## src/rtl/tg_pkg.sv

```systemverilog
package tg_pkg;
  // widths of the run-time timing inputs
  localparam int HSYNC_W  = 8;
  localparam int HBACK_W  = 9;
  localparam int HFRONT_W = 8;
  localparam int VSYNC_W  = 6;
  localparam int VBACK_W  = 7;
  localparam int VFRONT_W = 6;

  // legal limits
  localparam logic [HSYNC_W-1:0]  HSYNC_MIN  = 8;
  localparam logic [HBACK_W-1:0]  HBACK_MIN  = 8;
  localparam logic [HFRONT_W-1:0] HFRONT_MIN = 1;
  localparam logic [VSYNC_W-1:0]  VSYNC_MIN  = 1;
  localparam logic [VBACK_W-1:0]  VBACK_MIN  = 6;
  localparam logic [VBACK_W-1:0]  VBACK_MAX  = 125;
  localparam logic [VFRONT_W-1:0] VFRONT_MIN = 1;

  // reset timing
  localparam logic [HSYNC_W-1:0]  HSYNC_DEF  = 96;
  localparam logic [HBACK_W-1:0]  HBACK_DEF  = 152;
  localparam logic [HFRONT_W-1:0] HFRONT_DEF = 32;
  localparam logic [VSYNC_W-1:0]  VSYNC_DEF  = 3;
  localparam logic [VBACK_W-1:0]  VBACK_DEF  = 46;
  localparam logic [VFRONT_W-1:0] VFRONT_DEF = 1;

  typedef struct packed {
    logic [HSYNC_W-1:0]  hSync;
    logic [HBACK_W-1:0]  hBack;
    logic [HFRONT_W-1:0] hFront;
    logic [VSYNC_W-1:0]  vSync;
    logic [VBACK_W-1:0]  vBack;
    logic [VFRONT_W-1:0] vFront;
  } tgCfg_t;

  // strobes from control to datapath
  typedef struct packed {
    logic active;
    logic hsZone;
    logic vsZone;
  } tgStrobe_t;
endpackage

```

## src/rtl/tg_cfg.sv

```systemverilog
module tg_cfg
  import tg_pkg::*;
(
  input  logic   clk,
  input  logic   rst,
  input  logic   loadCfg,
  input  logic   loadPol,
  input  tgCfg_t cfgIn,
  input  logic   negIn,
  output tgCfg_t cfgQ,
  output logic   negQ,
  output logic   errQ
);
  tgCfg_t fixedCfg;
  logic   clampHit;

  always_comb begin
    fixedCfg = cfgIn;
    clampHit = 1'b0;
    if (cfgIn.hSync < HSYNC_MIN) begin
      fixedCfg.hSync = HSYNC_MIN;
      clampHit = 1'b1;
    end
    if (cfgIn.hBack < HBACK_MIN) begin
      fixedCfg.hBack = HBACK_MIN;
      clampHit = 1'b1;
    end
    if (cfgIn.hFront < HFRONT_MIN) begin
      fixedCfg.hFront = HFRONT_MIN;
      clampHit = 1'b1;
    end
    if (cfgIn.vSync < VSYNC_MIN) begin
      fixedCfg.vSync = VSYNC_MIN;
      clampHit = 1'b1;
    end
    if (cfgIn.vBack < VBACK_MIN) begin
      fixedCfg.vBack = VBACK_MIN;
      clampHit = 1'b1;
    end else if (cfgIn.vBack > VBACK_MAX) begin
      fixedCfg.vBack = VBACK_MAX;
      clampHit = 1'b1;
    end
    if (cfgIn.vFront < VFRONT_MIN) begin
      fixedCfg.vFront = VFRONT_MIN;
      clampHit = 1'b1;
    end
  end

  always_ff @(posedge clk) begin
    if (rst) begin
      cfgQ <= '{hSync: HSYNC_DEF, hBack: HBACK_DEF, hFront: HFRONT_DEF,
                vSync: VSYNC_DEF, vBack: VBACK_DEF, vFront: VFRONT_DEF};
      negQ <= 1'b0;
      errQ <= 1'b0;
    end else begin
      if (loadCfg) begin
        cfgQ <= fixedCfg;
        if (clampHit) errQ <= 1'b1;
      end
      if (loadPol) negQ <= negIn;
    end
  end

  assert_cfg_legal_R7: assert property (@(posedge clk) disable iff (rst)
    cfgQ.hSync >= HSYNC_MIN && cfgQ.hBack >= HBACK_MIN && cfgQ.hFront >= HFRONT_MIN &&
    cfgQ.vSync >= VSYNC_MIN && cfgQ.vBack >= VBACK_MIN && cfgQ.vBack <= VBACK_MAX &&
    cfgQ.vFront >= VFRONT_MIN);

  assert_err_sticky_R8: assert property (@(posedge clk) disable iff (rst)
    !$past(rst) && $past(errQ) |-> errQ);

  assert_cfg_frozen_R9: assert property (@(posedge clk) disable iff (rst)
    !$past(rst) && !$past(loadCfg) |-> $stable(cfgQ));

  assert_pol_frozen_R10: assert property (@(posedge clk) disable iff (rst)
    !$past(rst) && !$past(loadPol) |-> $stable(negQ));
endmodule

```

## src/rtl/tg_ctrl.sv

```systemverilog
module tg_ctrl
  import tg_pkg::*;
#(
  parameter  int H_ACT  = 800,
  parameter  int V_ACT  = 1200,
  localparam int COL_W  = (H_ACT > 1) ? $clog2(H_ACT) : 1,
  localparam int LINE_W = (V_ACT > 1) ? $clog2(V_ACT) : 1,
  localparam int H_MAX  = H_ACT + (2**HSYNC_W - 1) + (2**HBACK_W - 1) + (2**HFRONT_W - 1),
  localparam int V_MAX  = V_ACT + (2**VSYNC_W - 1) + int'(VBACK_MAX) + (2**VFRONT_W - 1),
  localparam int HCNT_W = $clog2(H_MAX + 1),
  localparam int VCNT_W = $clog2(V_MAX + 1)
) (
  input  logic              clk,
  input  logic              rst,
  input  logic              enable,
  input  tgCfg_t            cfg,
  output tgStrobe_t         strb,
  output logic [COL_W-1:0]  col,
  output logic [LINE_W-1:0] lineIdx,
  output logic              frameWrap
);
  logic [HCNT_W-1:0] hCnt, hsBeg, hsEnd, hTotal;
  logic [VCNT_W-1:0] vCnt, vsBeg, vsEnd, vTotal;
  logic hLast, vLast, inH, inV;

  always_comb begin
    hsBeg  = HCNT_W'(H_ACT) + HCNT_W'(cfg.hFront);
    hsEnd  = hsBeg + HCNT_W'(cfg.hSync);
    hTotal = hsEnd + HCNT_W'(cfg.hBack);
    vsBeg  = VCNT_W'(V_ACT) + VCNT_W'(cfg.vFront);
    vsEnd  = vsBeg + VCNT_W'(cfg.vSync);
    vTotal = vsEnd + VCNT_W'(cfg.vBack);
    hLast  = (hCnt == hTotal - HCNT_W'(1));
    vLast  = (vCnt == vTotal - VCNT_W'(1));
    inH    = (hCnt < HCNT_W'(H_ACT));
    inV    = (vCnt < VCNT_W'(V_ACT));
  end

  always_ff @(posedge clk) begin
    if (rst || !enable) begin
      hCnt <= '0;
      vCnt <= VCNT_W'(V_ACT);
    end else if (hLast) begin
      hCnt <= '0;
      vCnt <= vLast ? '0 : vCnt + VCNT_W'(1);
    end else begin
      hCnt <= hCnt + HCNT_W'(1);
    end
  end

  always_comb begin
    strb.active = enable && inH && inV;
    strb.hsZone = enable && (hCnt >= hsBeg) && (hCnt < hsEnd);
    strb.vsZone = enable && (vCnt >= vsBeg) && (vCnt < vsEnd);
    col         = strb.active ? hCnt[COL_W-1:0] : '0;
    lineIdx     = strb.active ? vCnt[LINE_W-1:0] : '0;
    frameWrap   = enable && hLast && vLast;
  end

  assert_hcnt_bound_R3: assert property (@(posedge clk) disable iff (rst)
    enable |-> hCnt < hTotal);

  assert_active_not_sync_R3: assert property (@(posedge clk) disable iff (rst)
    $onehot0({strb.active, strb.hsZone}));

  assert_vs_line_start_R4: assert property (@(posedge clk) disable iff (rst)
    enable && $past(enable) && (strb.vsZone != $past(strb.vsZone)) |-> hCnt == '0);

  assert_idle_position_R11: assert property (@(posedge clk) disable iff (rst)
    !$past(enable) |-> (hCnt == '0 && vCnt == VCNT_W'(V_ACT)));
endmodule

```

## src/rtl/tg_dp.sv

```systemverilog
module tg_dp
  import tg_pkg::*;
#(
  parameter int PIX_W  = 18,
  parameter int COL_W  = 10,
  parameter int LINE_W = 11
) (
  input  logic              clk,
  input  logic              rst,
  input  tgStrobe_t         strb,
  input  logic [COL_W-1:0]  col,
  input  logic [LINE_W-1:0] lineIdx,
  input  logic              hsNeg,
  input  logic [PIX_W-1:0]  evenIn,
  input  logic [PIX_W-1:0]  oddIn,
  output logic              pixReq,
  output logic [COL_W-1:0]  reqCol,
  output logic [LINE_W-1:0] reqLine,
  output logic              hSyncO,
  output logic              vSyncO,
  output logic              deO,
  output logic [COL_W-1:0]  colO,
  output logic [LINE_W-1:0] lineO,
  output logic [PIX_W-1:0]  evenPix,
  output logic [PIX_W-1:0]  oddPix
);
  logic hsZone1, vsZone1;

  // stage 1: request to upstream
  always_ff @(posedge clk) begin
    if (rst) begin
      pixReq  <= 1'b0;
      reqCol  <= '0;
      reqLine <= '0;
      hsZone1 <= 1'b0;
      vsZone1 <= 1'b0;
    end else begin
      pixReq  <= strb.active;
      reqCol  <= col;
      reqLine <= lineIdx;
      hsZone1 <= strb.hsZone;
      vsZone1 <= strb.vsZone;
    end
  end

  // stage 2: aligned with upstream answer
  always_ff @(posedge clk) begin
    if (rst) begin
      deO    <= 1'b0;
      colO   <= '0;
      lineO  <= '0;
      hSyncO <= 1'b0;
      vSyncO <= 1'b0;
    end else begin
      deO    <= pixReq;
      colO   <= reqCol;
      lineO  <= reqLine;
      hSyncO <= hsZone1 ^ hsNeg;
      vSyncO <= vsZone1;
    end
  end

  always_comb begin
    evenPix = deO ? evenIn : '0;
    oddPix  = deO ? oddIn  : '0;
  end

  assert_req_then_de_R6: assert property (@(posedge clk) disable iff (rst)
    pixReq |=> deO);

  assert_noreq_then_quiet_R6: assert property (@(posedge clk) disable iff (rst)
    !pixReq |=> !deO);

  assert_idx_idle_R5: assert property (@(posedge clk) disable iff (rst)
    !deO |-> (colO == '0 && lineO == '0));

  assert_reqidx_idle_R6: assert property (@(posedge clk) disable iff (rst)
    !pixReq |-> (reqCol == '0 && reqLine == '0));
endmodule

```

## src/rtl/dual_pixel_timing_gen.sv

```systemverilog
module dual_pixel_timing_gen
  import tg_pkg::*;
#(
  parameter  int H_ACT  = 800,
  parameter  int V_ACT  = 1200,
  parameter  int PIX_W  = 18,
  localparam int COL_W  = (H_ACT > 1) ? $clog2(H_ACT) : 1,
  localparam int LINE_W = (V_ACT > 1) ? $clog2(V_ACT) : 1
) (
  input  logic                clk,
  input  logic                rst,
  input  logic                enable,
  input  logic [HSYNC_W-1:0]  hSyncLen,
  input  logic [HBACK_W-1:0]  hBackLen,
  input  logic [HFRONT_W-1:0] hFrontLen,
  input  logic [VSYNC_W-1:0]  vSyncLen,
  input  logic [VBACK_W-1:0]  vBackLen,
  input  logic [VFRONT_W-1:0] vFrontLen,
  input  logic                hSyncNeg,
  input  logic [PIX_W-1:0]    evenIn,
  input  logic [PIX_W-1:0]    oddIn,
  output logic                pixReq,
  output logic [COL_W-1:0]    reqCol,
  output logic [LINE_W-1:0]   reqLine,
  output logic                hSync,
  output logic                vSync,
  output logic                de,
  output logic [COL_W-1:0]    colIdx,
  output logic [LINE_W-1:0]   lineIdx,
  output logic [PIX_W-1:0]    evenPix,
  output logic [PIX_W-1:0]    oddPix,
  output logic                cfgErr
);
  tgCfg_t            cfgIn, cfgQ;
  tgStrobe_t         strb;
  logic [COL_W-1:0]  ctrlCol;
  logic [LINE_W-1:0] ctrlLine;
  logic              frameWrap, hsNegQ, loadCfg, loadPol;

  assign cfgIn   = '{hSync: hSyncLen, hBack: hBackLen, hFront: hFrontLen,
                     vSync: vSyncLen, vBack: vBackLen, vFront: vFrontLen};
  assign loadCfg = !enable || frameWrap;
  assign loadPol = !enable;

  tg_cfg uCfg (
    .clk(clk), .rst(rst), .loadCfg(loadCfg), .loadPol(loadPol),
    .cfgIn(cfgIn), .negIn(hSyncNeg), .cfgQ(cfgQ), .negQ(hsNegQ), .errQ(cfgErr)
  );

  tg_ctrl #(.H_ACT(H_ACT), .V_ACT(V_ACT)) uCtrl (
    .clk(clk), .rst(rst), .enable(enable), .cfg(cfgQ), .strb(strb),
    .col(ctrlCol), .lineIdx(ctrlLine), .frameWrap(frameWrap)
  );

  tg_dp #(.PIX_W(PIX_W), .COL_W(COL_W), .LINE_W(LINE_W)) uDp (
    .clk(clk), .rst(rst), .strb(strb), .col(ctrlCol), .lineIdx(ctrlLine),
    .hsNeg(hsNegQ), .evenIn(evenIn), .oddIn(oddIn),
    .pixReq(pixReq), .reqCol(reqCol), .reqLine(reqLine),
    .hSyncO(hSync), .vSyncO(vSync), .deO(de), .colO(colIdx), .lineO(lineIdx),
    .evenPix(evenPix), .oddPix(oddPix)
  );
endmodule

```

## config.mk

```make
export PLATFORM = sky130hd
export DESIGN_NAME = dual_pixel_timing_gen
export DESIGN_NICKNAME = d
export VERILOG_FILES = /design/src/rtl/tg_pkg.sv /design/src/rtl/tg_cfg.sv /design/src/rtl/tg_ctrl.sv /design/src/rtl/tg_dp.sv /design/src/rtl/dual_pixel_timing_gen.sv
export SDC_FILE = /design/constraint.sdc
export NUM_CORES = 1
export LEC_CHECK = 0
export BUFFER_PORTS_ARGS = -buffer_cell sky130_fd_sc_hd__buf_2
export CAP_MARGIN = 10
export CORE_AREA = 2 2 125 176
export CTS_CLUSTER_DIAMETER = 60
export CTS_CLUSTER_SIZE = 16
export DETAILED_ROUTE_END_ITERATION = 10
export DIE_AREA = 0 0 127 178
export PLACE_DENSITY = 0.57
export SLEW_MARGIN = 10
export SYNTH_ARGS = -nofsm -noshare
export SYNTH_HDL_FRONTEND = slang
export SYNTH_SLANG_ARGS = --single-unit
```

## constraint.sdc

```tcl
create_clock -name clk -period 10.83 [get_ports clk]
set_input_delay 2.166 -clock clk [delete_from_list [all_inputs] [get_ports clk]]
set_output_delay 2.166 -clock clk [all_outputs]
set_load 0.02 [all_outputs]
```

* Word-level counts from Yosys, hierarchy flattened
Index checks and enable logic that the tools add are counted.
** Cells by class
- Add/sub/neg operators :: 10
- Order comparisons :: 13
- Equal/unequal tests :: 2
- Mux-type cells :: 17
- Bitwise logic cells :: 2
- Reduce and logical (&&, ||, !) cells :: 14
** Operator list (count)
- 18-bit two-way mux :: 2
- 11-bit by 1-bit adder with 11-bit output (second input constant) :: 2
- 11-bit equality test :: 2
- 11-bit greater-or-equal comparator :: 2
- 11-bit < comparator :: 2
- 11-bit by 1-bit subtractor with 11-bit output (second input constant) :: 2
- 8-bit two-way mux :: 2
- 7-bit two-way mux :: 2
- 6-bit by 1-bit < comparator with 1-bit output (second input constant) :: 2
- 6-bit two-way mux :: 2
- 10-bit by 8-bit adder with 11-bit output (first input constant) :: 1
- 11-bit by 6-bit adder with 11-bit output :: 1
- 11-bit by 6-bit adder with 11-bit output (first input constant) :: 1
- 11-bit by 7-bit adder with 11-bit output :: 1
- 11-bit by 8-bit adder with 11-bit output :: 1
- 11-bit by 9-bit adder with 11-bit output :: 1
- 11-bit by 10-bit < comparator with 1-bit output (second input constant) :: 1
- 11-bit < comparator (second input constant) :: 1
- 11-bit two-way mux :: 1
- 9-bit by 4-bit < comparator with 1-bit output (second input constant) :: 1
- 9-bit two-way mux :: 1
- 1-bit logical AND :: 8
- 8-bit by 1-bit < comparator with 1-bit output (second input constant) :: 1
- 8-bit by 4-bit < comparator with 1-bit output (second input constant) :: 1
- other kinds (9) :: 17
** Storage, ports and cells
- Register bits :: 116
- Input port bits :: 84
- Output and inout bits :: 83
- Word-level logic and storage cells :: 78

* Depth between registers and ports, before layout
- Depth in word-level cells :: 9
- Depth in mapped cells :: 22
- Gate-level depth less buffers :: 19

* Hierarchy
Synthesis repeated with hierarchy kept, for this count alone.
** Unflattened totals
- Cells, all modules :: 882
- Area total of the unflattened synthesis :: 7616.1 µm²
** Modules (own cells, without submodules)
- tg_ctrl :: instances 1, cells an instance 550, area each 4222.8 µm², sequential area each 440.4 µm²
- tg_cfg :: instances 1, cells an instance 189, area each 1790.5 µm², sequential area each 920.9 µm²
- tg_dp :: instances 1, cells an instance 141, area each 1592.8 µm², sequential area each 960.9 µm²
- dual_pixel_timing_gen :: instances 1, cells an instance 2, area each 10.0 µm², sequential area each 0.0 µm²

* Least setup slack after synthesis
OpenSTA, ideal clock, no wires.
- Path type :: input to output
- Start :: in evenIn[0]
- End :: out evenPix[0]
- Data arrival time :: 2.382 ns
- Data required time :: 8.664 ns
- Slack :: 6.282 ns
- Stages on the path :: 1
- Buffers on the path :: 0
- Cells stage by stage :: and2_1
** On the way
- Longest elaborated chain between the ends :: 1
** RTL lines
- start, declared :: RTL line dual_pixel_timing_gen.sv:20 : input logic [PIX_W-1:0] evenIn,
- 18-bit two-way mux :: RTL line tg_dp.sv:64 : evenPix = deO ? evenIn : '0;
- end, declared :: RTL line dual_pixel_timing_gen.sv:30 : output logic [PIX_W-1:0] evenPix,
Every way passes these cells.

* Worst setup path after layout
- Start :: reg uCfg.cfgQ[19] (netlist name)
- End :: reg uCtrl.hCnt[10]
** On the way
- Longest elaborated chain between the ends :: 6
** RTL lines
- 10-bit by 8-bit adder with 11-bit output :: RTL line tg_ctrl.sv:27 : hsBeg = HCNT_W'(H_ACT) + HCNT_W'(cfg.hFront);
- 11-bit by 8-bit adder with 11-bit output :: RTL line tg_ctrl.sv:28 : hsEnd = hsBeg + HCNT_W'(cfg.hSync);
- 11-bit by 9-bit adder with 11-bit output :: RTL line tg_ctrl.sv:29 : hTotal = hsEnd + HCNT_W'(cfg.hBack);
- 11-bit by 1-bit subtractor with 11-bit output :: RTL line tg_ctrl.sv:33 : hLast = (hCnt == hTotal - HCNT_W'(1));
- 11-bit equality test :: RTL line tg_ctrl.sv:33
- 2-bit OR reduction (no source line)
- end signal, assigned :: RTL line tg_ctrl.sv:47 : hCnt <= hCnt + HCNT_W'(1);
- end, declared :: RTL line tg_ctrl.sv:22 : logic [HCNT_W-1:0] hCnt, hsBeg, hsEnd, hTotal;
Every way passes these cells.
A chain may end at the register's enable or synchronous reset.

==> results.ini <==
[yosys]
seq_area_frac_synth = 0.2812
synth.ff_latch_count = 116
ys_types = 76
synth_edf_count = 0
yosysTopAreaCell = dfxtp_1
async_reset_ff_frac = 0
synth_flop_cell = dfxtp_1
synth_area_um2 = 8258
synth_warnings = 0
synth_area_leaders = dfxtp_1, ha_1, and2_1
synth_nets = 1160
synth_top_area_frac = 0.2812
avgSynthCellArea_um2 = 8.291
synth_cells = 996

[drt]
drtIter0Drc = 341
wl_um = 24540
drc_errors = 0
drtPass1Iterations = 4
routed_via_density = 5.546
antenna_left = 0
wl_per_cell_um = 17.53
num_vias = 7765

[min_path]
worstHoldEndpoint = uDp.vSyncO
worstHoldStart = uDp.vsZone1
hp-class = reg2reg
hold-path-cell-count = 1

[placed_design]
hpwl_um = 17640
place_congestion = 0.8399
port_buffers = 166
dp.cells = 1369

[critical_path]
slowest_delay_ps = 990
cp-start-kind = flip-flop
reg2regPathDepth = 17
end_kind = flip-flop
reg2reg_to = uCtrl.hCnt[10]
worst-path-max-fanout = 40
cp_cell_sequence = ha_1, inv_1, fa_1, nor2b_1, o21a_1, o21ai_0, and2_1, or2_2, ha_1, and3_1, a221o_1, nor4_1, a21oi_1, xnor2_1, or4_4, o21ai_0, nor2_1
r2r_slack_ps = 5600
cpMaxStageDelayCell = o21ai_0
reg2reg_from = uCfg.cfgQ[19]
critPathKind = reg2reg
crit_arrival_ps = 5490
critPathRequiredTime_ps = 11080

[grt]
grt_pass1_wl_um = 39260
grt_overflow = 0
grt_max_degree = 84
grt_pass1_vias = 7509
grtUsageTotal = 0.2192
antenna_found_initial = 0

[timing]
hold_ws_ps = 439.4
slew_headroom = 0.2216
fin_setup_tns_ps = 0
worstMarginPinSlew_ps = 1155
fmax_mhz = 191.1
hold_viol = 0
rsz0062_at_grt = false
period_share = 0.4832
slew_violations = 0
setup_viol = 0
skew_ps = 9.422
finalCriticalPeriod_ps = 5233

[pwr]
cellPowerDensity_nw_per_um2 = 184.2
p_leak_nw = 4.615
finalPower_mw = 1.823
peakVddDrop_uv = 116.0

[final_layout]
final_util = 0.4721
fillers = 2110
num_antenna_cells = 0
drive_above_1_share = 0.2009
nets = 1292
final_cells = 1400
areaGrowthSynthToFinish_pct = 19.86

[clock_network]
cts_tree = built
clock_sinks = 116
ctsResizeCount = 0
cts.htree.levels = 4
cts.path.max_buffers = 2
hold_buffers = 0
clk_pin_slew_worst_paths_ps = 60
cts_root_buf = clkbuf_16
cts_made_buffers = 17
clk_latency_ps = 420
cts_setup_buffers = 0

[floorplanning]
ios = 167
core-area_um2 = 20970
die-height_um = 178
num_rows = 63
fp.dieArea_um2 = 22610
die_x_um = 127
start_util = 0.3938

[run_status]
status = completed

[run]
max_cap_violations = 0

per-stage QoR:
stage                     instance area, um^2  setup slack (ps)
after global routing                     9898              5231
after floorplan                          8258              6282
final                                    9898              5597
after CTS                                9898              5571
after detailed placement                 9248              5643
after global placement                   9248              5720
cell usage after synthesis, types with 4 or more instances:
library cell,number
dfxtp_1,116
inv_1,82
ha_1,76
and2_1,60
nand3_1,52
nor2_1,51
clkbuf_1,45
o21ai_0,45
nor2b_1,43
a21oi_1,40
xnor2_1,33
nor3_1,27
xor2_1,24
a21o_1,22
and3_1,21
nand4_1,21
a32oi_1,20
nand2_1,19
o211ai_1,15
buf_2,13
a211oi_1,12
nand2b_1,11
o32ai_1,9
a311o_1,8
a311oi_1,8
nor3b_1,8
or4_1,8
a211o_1,6
a31oi_1,6
o2111ai_1,6
o311ai_1,6
nor4_1,5
o21a_1,5
or3_1,5
a221o_1,4
a32o_1,4
fa_1,4
o21bai_1,4
or2_2,4
worst max path at each step:
stage | depth (start not counted) | end | slack, ps | startpoint
floorplan | 1 | evenPix[0] | 6280 | evenIn[0]
global placement | 17 | uCtrl.hCnt[3] | 5720 | uCfg.cfgQ[19]
detailed placement | 17 | uCtrl.hCnt[10] | 5640 | uCfg.cfgQ[19]
CTS | 17 | uCtrl.hCnt[10] | 5570 | uCfg.cfgQ[19]
global route | 17 | uCtrl.hCnt[3] | 5230 | uCfg.cfgQ[19]
finish | 17 | uCtrl.hCnt[10] | 5600 | uCfg.cfgQ[19]
flip-flops by register name (all words and copies together), names as in the netlist:
signal	flops
uDp.deO	1
uDp.reqCol	10
uCfg.negQ	1
uDp.lineO	11
uCfg.errQ	1
uCtrl.vCnt	11
uDp.hSyncO	1
uDp.reqLine	11
uDp.pixReq	1
uCtrl.hCnt	11
uDp.vSyncO	1
uDp.hsZone1	1
uCfg.cfgQ	44
uDp.colO	10
uDp.vsZone1	1
power by group:
part	total [mW]	leakage (nW)	switching (mW)	internal, mW
sequential	0.457	0.947	0.0137	0.443
clock	0.623	0.318	0.213	0.410
combinational	0.743	3.35	0.465	0.278
total	1.82	4.62	0.692	1.13
cells by family (layout without fill, tap and decap cells):
group,after synthesis,in the layout,share of synthesized area
DFF,116,116,0.2812
adders and majority gates,83,83,0.1285
muxes,2,2,0.002576
AOI/OAI and AO/OA,243,243,0.2130
xor gates and xnor gates,59,59,0.06515
buffers and inverters,145,289,0.06970
and+or+nand+nor,348,348,0.2399
critical path: cells and delay by family, from the launching register on:
family                   cells  cell delay (ps)
flip-flops                   1              370
AND/OR/NAND/NOR              7             1840
XOR/XNOR                     1              180
adder cells (fa/ha/maj)      3              950
AO/OA/AOI/OAI                5             1660
buffers and inverters        1               60
cell usage in the layout, fill, tap and decap left out, drive strengths merged, types with 5 or more instances in the layout:
cell type  Yosys  final
nand3         53     53
a211o          6      6
nand2b        11     11
nor4           7      7
clkbuf        45     17
nand2         19     19
or4            9      9
xnor2         34     34
o21a           5      5
a21o          22     22
o311ai         7      7
or3            5      5
nor2b         44     44
o21ai         47     47
clkinv         0      6
nor2          51     51
and2          60     60
o211ai        15     15
a31oi          6      6
and3          21     21
nor3b          8      8
xor2          24     24
bufinv         0      5
a211oi        12     12
nand4         21     21
nor3          29     29
inv           83     86
dfxtp        116    116
a21oi         40     40
a311o          8      8
buf           17    175
o2111ai        6      6
o32ai          9      9
a32oi         20     20
a311oi         8      8
ha            76     76
per-layer routing:
| metal | global-route usage | vias up | part of all wire |
|---|---|---|---|
| li1 | - | 3868 | - |
| met1 | 0.2481 | 3660 | 0.41 |
| met2 | 0.4138 | 210 | 0.53 |
| met3 | 0.03689 | 27 | 0.040 |
| met4 | 0.07280 | 0 | 0.025 |
| met5 | 0 | - | 0 |
cell type report:
type	count	area, um^2	area share
sequential	116	2322	0.2346
multi-input combinational	735	5390	0.5446
inverter	83	311.5	0.03148
timing repair buffer	175	898.4	0.09076
clock inverter	14	225.2	0.02275
tap	260	325.3	0.03287
clock buffer	17	425.4	0.04298
No activity file was read; power rests on OpenSTA's default activity.
